File: config.mk
export PLATFORM = sky130hd
export DESIGN_NAME = ubt_xcvr
export DESIGN_NICKNAME = d
export VERILOG_FILES = /design/src/rtl/ubt_pkg.sv /design/src/rtl/ubt_edge.sv /design/src/rtl/ubt_store.sv /design/src/rtl/ubt_hold.sv /design/src/rtl/ubt_xcvr.sv
export SDC_FILE = /design/constraint.sdc
export NUM_CORES = 1
export LEC_CHECK = 0
export BUFFER_PORTS_ARGS = -buffer_cell sky130_fd_sc_hd__buf_2
export CAP_MARGIN = 10
export CORE_AREA = 2 2 97 99
export CTS_CLUSTER_DIAMETER = 120
export CTS_CLUSTER_SIZE = 24
export DETAILED_ROUTE_END_ITERATION = 16
export DIE_AREA = 0 0 99 101
export GPL_TIMING_DRIVEN = 0
export PLACE_DENSITY = 0.68
export SETUP_SLACK_MARGIN = 0.1
export SYNTH_ARGS = -nofsm -noshare
export SYNTH_HDL_FRONTEND = slang
export SYNTH_SLANG_ARGS = --single-unit
File: constraint.sdc
create_clock -name clk -period 3.8 [get_ports clk]
set_input_delay 0.19 -clock clk [delete_from_list [all_inputs] [get_ports clk]]
set_output_delay 0.19 -clock clk [all_outputs]
set_load 0.01 [all_outputs]
File: src/rtl/ubt_pkg.sv
package ubt_pkg;
   typedef enum logic [1:0] {
      ST_HOLD    = 2'd0,
      ST_PASS    = 2'd1,
      ST_CAPTURE = 2'd2
   } store_mode_e;
endpackage

File: src/rtl/ubt_edge.sv
module ubt_edge (
   input  logic clk,
   input  logic rst_n,
   input  logic strobe,
   output logic fall
);
   logic prev_q;

   always_ff @(posedge clk or negedge rst_n) begin
      if (!rst_n) prev_q <= 1'b0;
      else        prev_q <= strobe;
   end

   assign fall = prev_q & ~strobe;
endmodule

File: src/rtl/ubt_store.sv
module ubt_store #(
   parameter int WIDTH = 18
) (
   input  logic             clk,
   input  logic             rst_n,
   input  logic             pass,
   input  logic             fall,
   input  logic [WIDTH-1:0] din,
   output logic [WIDTH-1:0] dout
);
   import ubt_pkg::*;

   store_mode_e      mode;
   logic [WIDTH-1:0] q;

   always_comb begin
      if (fall)      mode = ST_CAPTURE;
      else if (pass) mode = ST_PASS;
      else           mode = ST_HOLD;
   end

   always_ff @(posedge clk or negedge rst_n) begin
      if (!rst_n) q <= '0;
      else begin
         case (mode)
            ST_CAPTURE: q <= din;
            ST_PASS:    q <= din;
            default:    q <= q;
         endcase
      end
   end

   assign dout = pass ? din : q;

   p_hold_r3: assert property (@(posedge clk) disable iff (!rst_n)
      (!pass && !fall) |=> $stable(q));
   p_capture_r4: assert property (@(posedge clk) disable iff (!rst_n)
      fall |=> (q == $past(din)));
   p_pass_load_r2: assert property (@(posedge clk) disable iff (!rst_n)
      pass |=> (q == $past(din)));
endmodule

File: src/rtl/ubt_hold.sv
module ubt_hold #(
   parameter int WIDTH   = 18,
   parameter bit ENABLE  = 1'b1
) (
   input  logic             clk,
   input  logic             rst_n,
   input  logic [WIDTH-1:0] pin,
   input  logic [WIDTH-1:0] float_mask,
   output logic [WIDTH-1:0] eff
);
   generate
      if (ENABLE) begin : g_keep
         logic [WIDTH-1:0] held_q;

         always_ff @(posedge clk or negedge rst_n) begin
            if (!rst_n) held_q <= '0;
            else        held_q <= (pin & ~float_mask) | (held_q & float_mask);
         end

         assign eff = (pin & ~float_mask) | (held_q & float_mask);

         p_keep_r9: assert property (@(posedge clk) disable iff (!rst_n)
            1'b1 |=> (((held_q ^ $past(held_q)) & $past(float_mask)) == '0));
      end else begin : g_plain
         assign eff = pin & ~float_mask;
      end
   endgenerate
endmodule

File: src/rtl/ubt_xcvr.sv
module ubt_xcvr #(
   parameter int WIDTH    = 18,
   parameter bit BUS_HOLD = 1'b1
) (
   input  logic             clk,
   input  logic             rst_n,
   input  logic [WIDTH-1:0] a_in,
   input  logic [WIDTH-1:0] a_float,
   output logic [WIDTH-1:0] a_out,
   output logic [WIDTH-1:0] a_oe,
   input  logic [WIDTH-1:0] b_in,
   input  logic [WIDTH-1:0] b_float,
   output logic [WIDTH-1:0] b_out,
   output logic [WIDTH-1:0] b_oe,
   input  logic             ab_pass,
   input  logic             ab_strobe,
   input  logic             ab_drive,
   input  logic             ba_pass,
   input  logic             ba_strobe,
   input  logic             ba_drive_n
);
   generate
      if (WIDTH < 1) begin : g_bad_width
         $error("ubt_xcvr: WIDTH must be at least 1");
      end
   endgenerate

   logic [WIDTH-1:0] a_eff, b_eff;
   logic             ab_fall, ba_fall;

   ubt_hold #(.WIDTH(WIDTH), .ENABLE(BUS_HOLD)) u_hold_a (
      .clk(clk), .rst_n(rst_n), .pin(a_in), .float_mask(a_float), .eff(a_eff));
   ubt_hold #(.WIDTH(WIDTH), .ENABLE(BUS_HOLD)) u_hold_b (
      .clk(clk), .rst_n(rst_n), .pin(b_in), .float_mask(b_float), .eff(b_eff));

   ubt_edge u_edge_ab (.clk(clk), .rst_n(rst_n), .strobe(ab_strobe), .fall(ab_fall));
   ubt_edge u_edge_ba (.clk(clk), .rst_n(rst_n), .strobe(ba_strobe), .fall(ba_fall));

   ubt_store #(.WIDTH(WIDTH)) u_store_ab (
      .clk(clk), .rst_n(rst_n), .pass(ab_pass), .fall(ab_fall),
      .din(a_eff), .dout(b_out));
   ubt_store #(.WIDTH(WIDTH)) u_store_ba (
      .clk(clk), .rst_n(rst_n), .pass(ba_pass), .fall(ba_fall),
      .din(b_eff), .dout(a_out));

   assign b_oe = {WIDTH{ab_drive & rst_n}};
   assign a_oe = {WIDTH{~ba_drive_n & rst_n}};

   always_comb begin
      if (!rst_n) begin
         p_quiet_reset_r7: assert ((a_oe == '0) && (b_oe == '0));
      end
   end

   p_b_enable_r5: assert property (@(posedge clk) disable iff (!rst_n)
      ab_drive |-> (b_oe == {WIDTH{1'b1}}));
   p_a_enable_r6: assert property (@(posedge clk) disable iff (!rst_n)
      ba_drive_n |-> (a_oe == '0));
endmodule

==> results.ini <==
[status]
status = finished, final reports clean

[timing]
max_freq_mhz = 345
post_route_skew_ns = 0.0104
worst_hold_slack_ns = 0.102
hold_violations = 0
layout_worst_path_cycle_share = 0.763
rsz0062_at_grt = no
totalNegativeSetupSlack_ns = 0
relSlewSlack = 0.282
total_of_endpoints_with_negative_setup_slack_in_the_final_report = 0
drv_slew = 0
worst_margin_slew_ns = 1.07
layout_min_cycle_time_ns = 2.90

[setup_path]
crit_path_end_kind = output pin
crit_buf_inv = 5
arrival_ns = 2.71
timing.critical_path.required_ns = 3.61
critPathLaunch = rst_n
timing.critical_path.slowest_stage_cell = nor2b_1
cp_max_fo = 39
startpoint_type = input pin
cp_top_family = buffers and inverters
path_class = input pin to output pin
max_stage_delay_ns = 0.88
regToRegStartpoint = u_edge_ba.prev_q$_DFF_PN0_
critPathMostFrequentCell = buf_4
cp_cell_sequence = dlygate4sd3_1 -> buf_4 -> buf_12 -> nor2b_1 -> buf_4 -> buf_2

[synthesis]
netlist_area_um2 = 3520
ys.warnings.count = 0
sequential_share_of_the_synthesized_area = 0.526
ys_ff_latch = 74
synth_cell_types = 11
synth_cells = 228
syn_nets = 308
syn-mean-instance-area_um2 = 15.5

[global_routing]
initial_antenna_violation_count = 0
grt_first_pass_wirelength_mm = 10.7
grt_overflow = 0
first_global_vias = 2345
grt_use_total = 0.138
maximum_number_of_pins_on_one_net_before_global_route_repair = 40

[cells_and_area]
fin_nets = 472
leading_cell_type_in_the_layout_fill_and_taps_excluded = buf_2
final_cell_mix = buf_2 (150), mux2_2 (88), dfrtp_1 (74), buf_4 (35), mux2_4 (20)
drive_gt1_frac = 0.793
areaGrowthSynthToFinish_pct = 32.4
insertedDiodeCount = 0

[cts]
cts-buffers-inserted = 9
worst_skew_pair_later_pin_latency_ns = 0.34
cts_sinks = 74
tritoncts = done
clock_tree.buffer_depth = 2
cts-root-buf = clkbuf_8
clkTransAtPathRegs_ns = 0.08
cts_repair_resize_count = 0
htree_levels = 3

[floorplanning]
floorplan.initialDensity = 0.392
die_h_um = 101
number_of_rows_created_at_floorplan = 35
floorplan.die.width_um = 99
floorplan.io_pins = 152
die_area_um2 = 10000
design.core.area_um2 = 8980

[detailed_routing]
post-route-drc-count = 0
length_of_the_first_detailed_routing_pass_in_iterations = 2
vias = 2318
ant_nets = 0
drt_wl_total_mm = 6.70
detailedRoute.firstIterationViolations = 44
wire_per_inst_um = 13.2
vias_per_inst = 4.56

[placed_design]
place.detailed.hpwl_mm = 4.86
gp_routability_congestion = 0.639
io_buffer_count = 149

[hold_path]
holdCritPathClass = input pin to flip-flop
hp-start = b_in[10]

[power]
pwr_density_cell_nw_per_um2 = 427
vdd_ir_drop_max_v = 0.000215
cellLeakagePower_nw = 2.34

[flow_run]
max_cap_viol_count = 0

## cells in the mapped netlist
cell type	n	area [um^2]
a21oi_4	2	32.5
and2_1	1	6.26
buf_12	2	40.0
buf_2	2	10.0
buf_4	34	255
buf_6	2	22.5
dfrtp_1	74	1850
inv_1	2	7.51
mux2_2	88	991
mux2_4	20	300
nor2b_1	1	6.26
## worst paths after layout
check                                                  endpoint  slack, ns  cells past startpoint
hold reg to reg                     u_store_ab.q[3]$_DFFE_PN0P_       0.51                      1
setup / recovery                                       a_oe[17]       0.90                      6
min in group asynchronous   u_hold_b.g_keep.held_q[4]$_DFF_PN0_       0.36                      2
setup reg to reg                    u_store_ba.q[7]$_DFFE_PN0P_       2.43                      3
max in group asynchronous           u_store_ab.q[9]$_DFFE_PN0P_       2.86                      3
hold / removal             u_hold_b.g_keep.held_q[10]$_DFF_PN0_       0.10                      2
## logic make-up (layout without fill, tap and decap cells)
logic type,after synthesis,count (layout),synth area share
flops,74,74,0.526
simple gates,2,2,0.00355
compound gates,2,2,0.00923
buf+inv,42,211,0.0952
mux,108,108,0.366
## per-stage QoR
step / util / instance area, um^2 / power, mW / setup WS [ns] / instances
after floorplan: - / 3520 / 1.22 / 2.42 / 228
after global placement: 0.491 / 4410 / 1.37 / 0.806 / 488
after detailed placement: 0.494 / 4430 / 1.39 / 1.35 / 489
after CTS: 0.520 / 4670 / 2.03 / 0.792 / 508
after global routing: 0.520 / 4670 / 2.11 / 0.540 / 508
final: 0.520 / 4670 / 1.99 / 0.899 / 508
## power by group
part,internal (mW),switching (mW)
clock,0.338,0.288
combinational,0.265,0.184
sequential,0.883,0.0367
## timing repair
action,in CTS,in global routing
hold buffers,3,0
hold endpoints to repair,39,0
setup buffers,0,0
## flip-flops by register name (all words and copies together) (netlist names)
signal / count
u_edge_ba.prev_q: 1
u_hold_a.g_keep.held_q: 18
u_store_ba.q: 18
u_store_ab.q: 18
u_hold_b.g_keep.held_q: 18
u_edge_ab.prev_q: 1
## layout make-up
| cell class | count | area, um^2 |
|---|---|---|
| Multi-Input combinational cell | 112 | 1340 |
| Clock inverter | 4 | 50.0 |
| Timing Repair Buffer | 153 | 798 |
| Sequential cell | 74 | 1850 |
| Buffer | 40 | 328 |
| Clock buffer | 12 | 155 |
| Inverter | 2 | 7.51 |
| Fill cell | 803 | 4310 |
| Tap cell | 111 | 139 |
## per-layer routing
metal / global-route usage / wire length, um
met1: 0.158 / 2740
met2: 0.232 / 3210
met3: 0.0465 / 598
met4: 0.0674 / 153
met5: 0 / 0
Power figures use the tool's default switching activity.
